**config.mk**
```make
export PLATFORM = sky130hd
export DESIGN_NAME = irq_signal_sel
export DESIGN_NICKNAME = d
export VERILOG_FILES = /design/src/rtl/irq_sel_pkg.sv /design/src/rtl/irq_edge_pend.sv /design/src/rtl/irq_lowest_pick.sv /design/src/rtl/irq_msix_table.sv /design/src/rtl/irq_signal_sel.sv
export SDC_FILE = /design/constraint.sdc
export NUM_CORES = 1
export LEC_CHECK = 0
export BUFFER_PORTS_ARGS = -buffer_cell sky130_fd_sc_hd__buf_4
export CORE_MARGIN = 5
export CORE_UTILIZATION = 35
export DETAILED_ROUTE_END_ITERATION = 8
export SYNTH_ARGS = -nofsm -noshare
export SYNTH_HDL_FRONTEND = slang
export SYNTH_SLANG_ARGS = --single-unit
```
**constraint.sdc**
```tcl
create_clock -name clk -period 21.5 [get_ports clk]
set_clock_uncertainty 0.1 [all_clocks]
set_input_delay 3.225 -clock clk [delete_from_list [all_inputs] [get_ports clk]]
set_output_delay 3.225 -clock clk [all_outputs]
set_load 0.02 [all_outputs]
```
**src/rtl/irq_sel_pkg.sv**
```systemverilog
package irq_sel_pkg;
  typedef enum logic [1:0] {
    KIND_WIRE_ON  = 2'd0,
    KIND_WIRE_OFF = 2'd1,
    KIND_MEM_WR   = 2'd2
  } msg_kind_e;
endpackage

```
**src/rtl/irq_edge_pend.sv**
```systemverilog
module irq_edge_pend #(
  parameter int N  = 8,
  parameter int IW = 3
) (
  input  logic          clk,
  input  logic          rst_n,
  input  logic [N-1:0]  req,
  input  logic          arm,
  input  logic          clr_en,
  input  logic [IW-1:0] clr_idx,
  output logic [N-1:0]  pend
);
  logic [N-1:0] req_q;
  logic [N-1:0] clr_mask;
  logic [N-1:0] rise;

  for (genvar g = 0; g < N; g++) begin : g_clr
    assign clr_mask[g] = clr_en && (clr_idx == IW'(g));
  end

  assign rise = req & ~req_q & {N{arm}};

  always_ff @(posedge clk) begin
    if (!rst_n) begin
      req_q <= '0;
      pend  <= '0;
    end else begin
      req_q <= req;
      // a fresh edge wins over a same-cycle clear
      pend  <= (pend & ~clr_mask) | rise;
    end
  end
endmodule

```
**src/rtl/irq_lowest_pick.sv**
```systemverilog
module irq_lowest_pick #(
  parameter int N  = 8,
  parameter int IW = 3
) (
  input  logic [N-1:0]  vec,
  output logic          any,
  output logic [IW-1:0] idx
);
  always_comb begin
    idx = '0;
    for (int i = N - 1; i >= 0; i--) begin
      if (vec[i]) idx = IW'(i);
    end
  end
  assign any = |vec;
endmodule

```
**src/rtl/irq_msix_table.sv**
```systemverilog
module irq_msix_table #(
  parameter int N  = 8,
  parameter int IW = 3,
  parameter int AW = 64,
  parameter int DW = 32
) (
  input  logic          clk,
  input  logic          rst_n,
  input  logic          wr_en,
  input  logic [IW-1:0] wr_idx,
  input  logic [AW-1:0] wr_addr,
  input  logic [DW-1:0] wr_data,
  input  logic [IW-1:0] rd_idx,
  output logic [AW-1:0] rd_addr,
  output logic [DW-1:0] rd_data
);
  logic [AW-1:0] addr_q [N];
  logic [DW-1:0] data_q [N];

  for (genvar g = 0; g < N; g++) begin : g_ent
    always_ff @(posedge clk) begin
      if (!rst_n) begin
        addr_q[g] <= '0;
        data_q[g] <= '0;
      end else if (wr_en && wr_idx == IW'(g)) begin
        addr_q[g] <= wr_addr;
        data_q[g] <= wr_data;
      end
    end
  end

  assign rd_addr = addr_q[rd_idx];
  assign rd_data = data_q[rd_idx];
endmodule

```
**src/rtl/irq_signal_sel.sv**
```systemverilog
module irq_signal_sel
  import irq_sel_pkg::*;
#(
  parameter int NUM_VEC = 8,
  parameter int ADDR_W  = 64,
  parameter int DATA_W  = 32,
  localparam int VEC_W  = (NUM_VEC > 1) ? $clog2(NUM_VEC) : 1
) (
  input  logic               clk,
  input  logic               rst_n,
  input  logic [NUM_VEC-1:0] irq_req,
  input  logic               msi_en,
  input  logic               msix_en,
  input  logic [1:0]         intx_pin,
  input  logic [ADDR_W-1:0]  msi_addr,
  input  logic [DATA_W-1:0]  msi_data,
  input  logic               tbl_wr_en,
  input  logic [VEC_W-1:0]   tbl_wr_idx,
  input  logic [ADDR_W-1:0]  tbl_wr_addr,
  input  logic [DATA_W-1:0]  tbl_wr_data,
  output logic               out_valid,
  input  logic               out_ready,
  output logic [1:0]         out_kind,
  output logic [ADDR_W-1:0]  out_addr,
  output logic [DATA_W-1:0]  out_data
);
  logic               msg_mode;
  logic               line_lvl;
  logic               wire_on;
  logic [NUM_VEC-1:0] pend;
  logic               pick_any;
  logic [VEC_W-1:0]   pick_idx;
  logic [ADDR_W-1:0]  tbl_addr;
  logic [DATA_W-1:0]  tbl_data;
  logic [VEC_W-1:0]   out_vec;
  logic               accept;

  logic               nxt_valid;
  msg_kind_e          nxt_kind;
  logic [ADDR_W-1:0]  nxt_addr;
  logic [DATA_W-1:0]  nxt_data;

  assign msg_mode = msi_en | msix_en;
  assign line_lvl = |irq_req;
  assign accept   = out_valid & out_ready;

  irq_edge_pend #(.N(NUM_VEC), .IW(VEC_W)) u_pend (
    .clk     (clk),
    .rst_n   (rst_n),
    .req     (irq_req),
    .arm     (msg_mode),
    .clr_en  (accept && out_kind == KIND_MEM_WR),
    .clr_idx (out_vec),
    .pend    (pend)
  );

  irq_lowest_pick #(.N(NUM_VEC), .IW(VEC_W)) u_pick (
    .vec (pend),
    .any (pick_any),
    .idx (pick_idx)
  );

  irq_msix_table #(.N(NUM_VEC), .IW(VEC_W), .AW(ADDR_W), .DW(DATA_W)) u_tbl (
    .clk     (clk),
    .rst_n   (rst_n),
    .wr_en   (tbl_wr_en),
    .wr_idx  (tbl_wr_idx),
    .wr_addr (tbl_wr_addr),
    .wr_data (tbl_wr_data),
    .rd_idx  (pick_idx),
    .rd_addr (tbl_addr),
    .rd_data (tbl_data)
  );

  // choose the next request: stuck-wire release, then wire tracking, then vector writes
  always_comb begin
    nxt_valid = 1'b0;
    nxt_kind  = KIND_WIRE_OFF;
    nxt_addr  = '0;
    nxt_data  = DATA_W'(intx_pin);
    if (msg_mode && wire_on) begin
      nxt_valid = 1'b1;
    end else if (!msg_mode && (line_lvl != wire_on)) begin
      nxt_valid = 1'b1;
      nxt_kind  = line_lvl ? KIND_WIRE_ON : KIND_WIRE_OFF;
    end else if (msg_mode && pick_any) begin
      nxt_valid = 1'b1;
      nxt_kind  = KIND_MEM_WR;
      if (msix_en) begin
        nxt_addr = tbl_addr;
        nxt_data = tbl_data;
      end else begin
        nxt_addr = msi_addr;
        nxt_data = msi_data | DATA_W'(pick_idx);
      end
    end
  end

  always_ff @(posedge clk) begin
    if (!rst_n) begin
      out_valid <= 1'b0;
      out_kind  <= 2'd0;
      out_addr  <= '0;
      out_data  <= '0;
      out_vec   <= '0;
      wire_on   <= 1'b0;
    end else if (out_valid) begin
      if (out_ready) begin
        out_valid <= 1'b0;
        if (out_kind == KIND_WIRE_ON)  wire_on <= 1'b1;
        if (out_kind == KIND_WIRE_OFF) wire_on <= 1'b0;
      end
    end else if (nxt_valid) begin
      out_valid <= 1'b1;
      out_kind  <= nxt_kind;
      out_addr  <= nxt_addr;
      out_data  <= nxt_data;
      out_vec   <= pick_idx;
    end
  end
endmodule

```
==> impl_metrics.toml, run 1 <==
[power]
p_leak_nw = 17.02
power.density_nw_per_um2 = 94.02
ir_drop_uv = 56.31

[logic_synthesis]
synthArstFlopShare_pct = 0
synth_nets = 3621
synth_cell_types = 54
syn_inst = 3410
synthFlopType = "edfxtp_1"
synth-seq-cells = 887
yosysSeqAreaShare_pct = 63.97
synth_enable_flop_cells = 768
synth_warnings = 0
avgSynthCellArea_um2 = 11.67
syn-cell-area_um2 = 39780

[cells_and_area]
final_common_cell = "and2_1"
layout.cells.non_filler = 5190
areaGrowthSynthToFinish_pct = 17.23
fill_cells = 10510
layout.nets = 3809
final_layout_size_suffix_gt1_share_pct = 15.52
layout_common_cells = "and2_1 (778), edfxtp_1 (768), nand2_1 (673)"

[timing]
fin_crit_ns = 6.392
maxSlewViolCount = 0
timing.final.crit_share_pct = 29.73
relSlewSlack_pct = 23.25
max_freq_mhz = 156.5
setup_viol = 0
tightest_slew_ns = 1.151
fin_tns_setup_ns = 0
timing_hold_violations_final = 0
rsz0062_at_grt = "false"

[grt]
grt_pass1_wl_um = 187000
grt_pass1_vias = 27700
overflow = 0
antenna_found_initial = 17
grt_max_degree = 137
grt_usage_pct = 20.60

[placed_design]
numPortBuffers = 309
dpl.cell_count = 4998
dp.final_hpwl_um = 66630
place.gp.congestion = 0.7463

[floorplanning]
rows = 123
fp.coreArea_um2 = 112700
die_y_um = 347.1
dieWidth_um = 347.1
start_util_pct = 35.31
fp.dieArea_um2 = 120500
ios = 310

[setup_path]
worstPathMaxFanout = 62
end_kind = "flop"
r2r_cells = 7
arrival_ns = 6.88
crit-reg2reg-launch = "u_pend.pend[2]"
critPathKind = "primary input to flop"
crit_required_ns = 21.99
rrSetupSlack_ns = 17.09
worstSetupStartpoint = "msix_en"
r2r-end = "out_addr[54]"
start_kind = "primary input"

[hold_path]
min-delay-start = "u_pend.req_q[3]"
min_delay_worst_endpoint = "u_pend.pend[3]"
holdCritPathClass = "flop to flop"
hold_depth = 2

[clock_network]
cts_max_level = 3
cts_tree = "yes"
holdBufCountCts = 0
ctsResizeCount = 0
numCtsBuffers = 98
clk-insertion-delay-late_ns = 0.67
clock-sinks = 887
clockBufferDepth = 3
clockRootBuffer = "clkbuf_16"
post_cts_buffers = 0
clk_pin_slew_ns = 0.06

[detailed_routing]
firstDrtPassIters = 7
wire_per_inst_um = 24.61
antenna_left = 0
vias_per_cell = 5.351
drt_iter0_markers = 2706
vias = 27770
totalWireLength_um = 127800
drc = 0

[run_status]
status = "finished clean"

[run]
cap_violations = 0
[metrics by stage]
stage                     utilization, %  hold slack (ns)  instance area [um^2]  setup WS (ns)  total power, mW
after detailed placement           38.57           0.4034                 43450          14.46            2.745
after CTS                          41.37           0.4154                 46600          15.17            4.422
after global placement             38.57           0.3980                 43450          14.50            2.737
final                              41.39           0.4111                 46630          15.11            4.384
after global routing               41.38           0.4350                 46610          14.83            4.553
after floorplan                        -           0.3670                 39780          10.25            2.470
[registers in the layout, indices dropped and copies added, names as in the netlist]
name          flops
out_data         32
out_vec           3
u_tbl.data_q    256
out_valid         1
wire_on           1
out_kind          2
u_pend.pend       8
u_pend.req_q      8
u_tbl.addr_q    512
out_addr         64
[worst max-delay path, stage by stage]
cell     delay (ns)
buf_6          0.27
or2_0          0.81
a41o_4         0.71
a211o_4        0.53
buf_4          0.77
and2_1         0.26
o21ai_0        0.12
nor2_1         0.14
[per-layer routing]
layer,vias to the layer above,track usage (%),share of wire (%)
met2,942,33.32,47
met3,163,4.864,7.9
li1,12730,-,-
met4,6,5.249,2.0
met1,13930,28.08,43
met5,-,0,0.032
[power by group]
| group | internal (mW) | leakage, nW | switching, mW | total [mW] |
|---|---|---|---|---|
| Clock | 0.988 | 1.53 | 0.694 | 1.68 |
| Sequential | 2.00 | 8.40 | 0.0543 | 2.05 |
| Combinational | 0.199 | 7.08 | 0.453 | 0.652 |
| Total | 3.18 | 17.0 | 1.20 | 4.38 |
[worst max path at each step]
stage / to / slack (ns)
global route: out_data[1] / 14.83
global placement: out_data[1] / 14.50
floorplan: u_tbl.addr_q[0][0] / 10.25
CTS: out_data[1] / 15.17
finish: out_data[1] / 15.11
detailed placement: out_data[1] / 14.46
[cell type report]
type / instances / area, um^2 / area share (%)
multi-input combinational: 2243 / 13330 / 28.59
sequential: 887 / 25440 / 54.56
clock buffer: 144 / 2695 / 5.779
tap: 1500 / 1877 / 4.025
timing repair buffer: 361 / 2768 / 5.935
inverter: 7 / 26.28 / 0.05635
antenna: 11 / 27.53 / 0.05903
clock inverter: 37 / 462.9 / 0.9928
[cells by family after synthesis]
group / share of synthesized area, %
and+or+nand+nor: 20.50
DFF: 63.97
AOI/OAI and AO/OA: 12.41
buffers and inverters: 3.048
muxes: 0.07549
[Yosys cell counts (2+ instances only)]
| cell | instances | share of area (%) |
|---|---|---|
| a211o_1 | 4 | 0.088 |
| or2_2 | 3 | 0.047 |
| buf_2 | 62 | 0.78 |
| nand2_1 | 674 | 6.4 |
| a21oi_1 | 9 | 0.11 |
| o221ai_1 | 146 | 3.2 |
| o22ai_1 | 2 | 0.031 |
| nor4_2 | 2 | 0.063 |
| o311a_1 | 93 | 2.3 |
| o211ai_1 | 5 | 0.094 |
| nor3_1 | 6 | 0.075 |
| a2111oi_0 | 2 | 0.044 |
| mux2i_1 | 3 | 0.075 |
| clkbuf_2 | 4 | 0.050 |
| and2_1 | 778 | 12 |
| o221ai_2 | 40 | 1.5 |
| o31ai_1 | 5 | 0.094 |
| o21ai_0 | 108 | 1.4 |
| a211oi_1 | 3 | 0.057 |
| o21ai_1 | 4 | 0.050 |
| dfxtp_1 | 119 | 6.0 |
| inv_1 | 7 | 0.066 |
| buf_6 | 7 | 0.20 |
| edfxtp_1 | 768 | 58 |
| or4_1 | 2 | 0.038 |
| nor2_1 | 107 | 1.0 |
| buf_4 | 7 | 0.13 |
| nand2b_1 | 9 | 0.14 |
| nor2b_1 | 3 | 0.047 |
| nand3b_1 | 10 | 0.19 |
| buf_1 | 12 | 0.11 |
| a31oi_1 | 187 | 2.9 |
| clkbuf_1 | 181 | 1.7 |
| a21boi_0 | 10 | 0.19 |
| nor4_1 | 2 | 0.031 |
| nand3_1 | 8 | 0.10 |
(Power assumes the default switching activity.)
==> run 2: changes to the inputs <==
--- a/config.mk
+++ b/config.mk
@@ -5,6 +5,7 @@
 export SDC_FILE = /design/constraint.sdc
 export NUM_CORES = 1
 export LEC_CHECK = 0
+export ABC_AREA = 1
 export BUFFER_PORTS_ARGS = -buffer_cell sky130_fd_sc_hd__buf_4
 export CORE_MARGIN = 5
 export CORE_UTILIZATION = 35
==> constraint.sdc (replaced) <==
create_clock -name clk -period 6.6 [get_ports clk]
set_clock_uncertainty 0.1 [all_clocks]
set_input_delay 0.99 -clock clk [delete_from_list [all_inputs] [get_ports clk]]
set_output_delay 0.99 -clock clk [all_outputs]
set_load 0.02 [all_outputs]
==> impl_metrics.toml, run 2 <==
[cells_and_area]
layout.nets = 4497
layout.cells.non_filler = 5854
areaGrowthSynthToFinish_pct = 17.23
layout_common_cells = "nand2_1 (984), nor2_1 (969), edfxtp_1 (768)"
top_register = "u_tbl.addr_q"
final_area_um2 = 45630
fill_cells = 10830
diodes = 0
final_common_cell = "nand2_1"
largest_register_ffs = 512
final_layout_size_suffix_gt1_share_pct = 11.82
reg_top3 = "u_tbl.addr_q: 512 flops, u_tbl.data_q: 256 flops, out_addr: 64 flops"

[logic_synthesis]
syn-cell-area_um2 = 38920
synthFlopType = "edfxtp_1"
synth_enable_flop_cells = 768
synth_top_cell_area_share_pct = 59.25
synthTopCellsByArea = "edfxtp_1 (59%), nand2_1 (9.6%), nor2_1 (9.3%), nand3_1 (8.8%), dfxtp_1 (6.1%)"
synth_warnings = 0
synthArstFlopShare_pct = 0
synth_cell_types = 28
avgSynthCellArea_um2 = 9.456
yosysTopAreaCell = "edfxtp_1"
synth-seq-cells = 887
synth_nets = 4327
syn_inst = 4116
yosysSeqAreaShare_pct = 65.37
synth.most_common_cell = "nand2_1"
synthTopCellsByCount = "nand2_1 (992), nor2_1 (969), edfxtp_1 (768), nand3_1 (685), inv_1 (143)"

[clock_network]
clk-insertion-delay-late_ns = 0.67
ctsResizeCount = 0
numCtsBuffers = 96
clockBufferDepth = 3
post_cts_buffers = 0
clock-sinks = 887
holdBufCountCts = 0
cts_max_level = 3
clk_pin_slew_ns = 0.06
clockRootBuffer = "clkbuf_16"
cts_tree = "yes"

[timing]
setup_slack_ns = 2.845
rsz0062_at_grt = "false"
tightest_slew_ns = 1.180
fin_crit_ns = 3.755
fin_tns_setup_ns = 0
setup_viol = 0
max_freq_mhz = 266.3
timing_hold_violations_final = 0
relSlewSlack_pct = 21.37
worst_hold_slack_ns = 0.3659
maxSlewViolCount = 0
timing.final.crit_share_pct = 56.90

[detailed_routing]
wire_per_inst_um = 20.65
antenna_left = 0
vias = 29820
drt_iter0_markers = 2806
vias_per_cell = 5.095
totalWireLength_um = 120900
firstDrtPassIters = 6
drc = 0

[run_status]
status = "finished clean"

[run]
cap_violations = 0

[placed_design]
dp.final_hpwl_um = 67260
place_ws_ns = 2.610
place.gp.congestion = 0.7593
dpl_cell_area_um2 = 42420
numPortBuffers = 309
dpl.cell_count = 5676

[floorplanning]
fp.coreArea_um2 = 110500
dieWidth_um = 343.5
ios = 310
start_util_pct = 35.22
rows = 122
die_y_um = 343.5
fp.dieArea_um2 = 118000

[setup_path]
arrival_ns = 4.17
rrSetupSlack_ns = 2.84
start_kind = "flop"
critPathKind = "flop to flop"
crit-reg2reg-launch = "u_pend.pend[0]"
end_kind = "flop"
r2r_cells = 10
crit_required_ns = 7.01
r2r-end = "out_addr[43]"
worstPathMaxFanout = 118

[grt]
grt_pass1_vias = 28830
grt_usage_pct = 19.92
overflow = 0
antenna_found_initial = 1
grt_pass1_wl_um = 180400
grt_max_degree = 172

[hold_path]
holdCritPathClass = "flop to flop"
min_delay_worst_endpoint = "out_addr[58]"
hold_depth = 2
min-delay-start = "out_addr[58]"

[power]
power.density_nw_per_um2 = 317.5
ir_drop_uv = 171.3
p_leak_nw = 18.23
==> run 2: cell types whose count changed in the layout (fill, tap and decap cells not counted), sizes merged, moves of 137 or more <==
cell | before | now
a31oi | 188 | 1
and2 | 778 | 0
inv | 10 | 147
nand2 | 675 | 995
nand3 | 8 | 685
nor2 | 109 | 970
o221ai | 186 | 0
==> run 2: per-layer routing <==
metal | track usage, % | vias up | share of wire (%)
met3 | 3.380 | 152 | 7.2
met1 | 26.71 | 14540 | 42
met4 | 4.814 | 0 | 1.9
met2 | 33.87 | 1095 | 49
met5 | 0 | - | 0
li1 | - | 14040 | -
==> run 2: kinds of logic (layout without fill, tap and decap cells) <==
family | count (synthesis) | in the layout | share of synthesized area, %
and+or+nand+nor | 2669 | 2669 | 28.14
DFF | 887 | 887 | 65.37
buffers and inverters | 429 | 679 | 4.674
AOI/OAI and AO/OA | 131 | 131 | 1.813
==> run 2: final cells by class <==
cell class | count | area [um^2] | area share [%]
inverters | 149 | 569.3 | 1.248
repair buffers | 352 | 2684 | 5.882
well taps | 1488 | 1862 | 4.080
multi-input cells | 2800 | 11860 | 26.00
clock inverters | 53 | 578.1 | 1.267
clock buffers | 125 | 2626 | 5.756
flip-flops and latches | 887 | 25440 | 55.77
==> run 2: through the flow <==
step                      util (%)  power (mW)
final                        41.29       14.49
after global placement       38.39       9.095
after CTS                    41.29       14.60
after global routing         41.29       15.07
after detailed placement     38.39       9.117
after floorplan                  -       8.217
==> run 2: worst max path at each step <==
stage	startpoint	to	slack [ns]
finish	u_pend.pend[0]	out_addr[43]	2.84
global route	u_pend.pend[0]	out_addr[43]	2.66
CTS	u_pend.pend[0]	out_addr[43]	2.86
detailed placement	tbl_wr_en	u_tbl.addr_q[1][58]	2.61
global placement	tbl_wr_en	u_tbl.addr_q[1][0]	2.63
floorplan	tbl_wr_en	u_tbl.addr_q[7][0]	0.62
==> run 2: power breakdown <==
part | leakage, nW | internal, mW | switching (mW)
Combinational | 8.27 | 0.674 | 1.68
Clock | 1.56 | 3.23 | 2.27
Sequential | 8.40 | 6.50 | 0.133
Total | 18.2 | 10.4 | 4.08
==> run 2: worst max-delay path, cell delays in order, from the launching register on <==
cell and delay [ns]:
dfxtp_1 0.35, inv_2 0.23, nand2_1 0.17, a31oi_4 0.26, buf_12 0.59, buf_4 1.00, nand3_1 0.17, nand3_1 0.33
nand3_1 0.13, nand2_1 0.10, a21oi_1 0.07
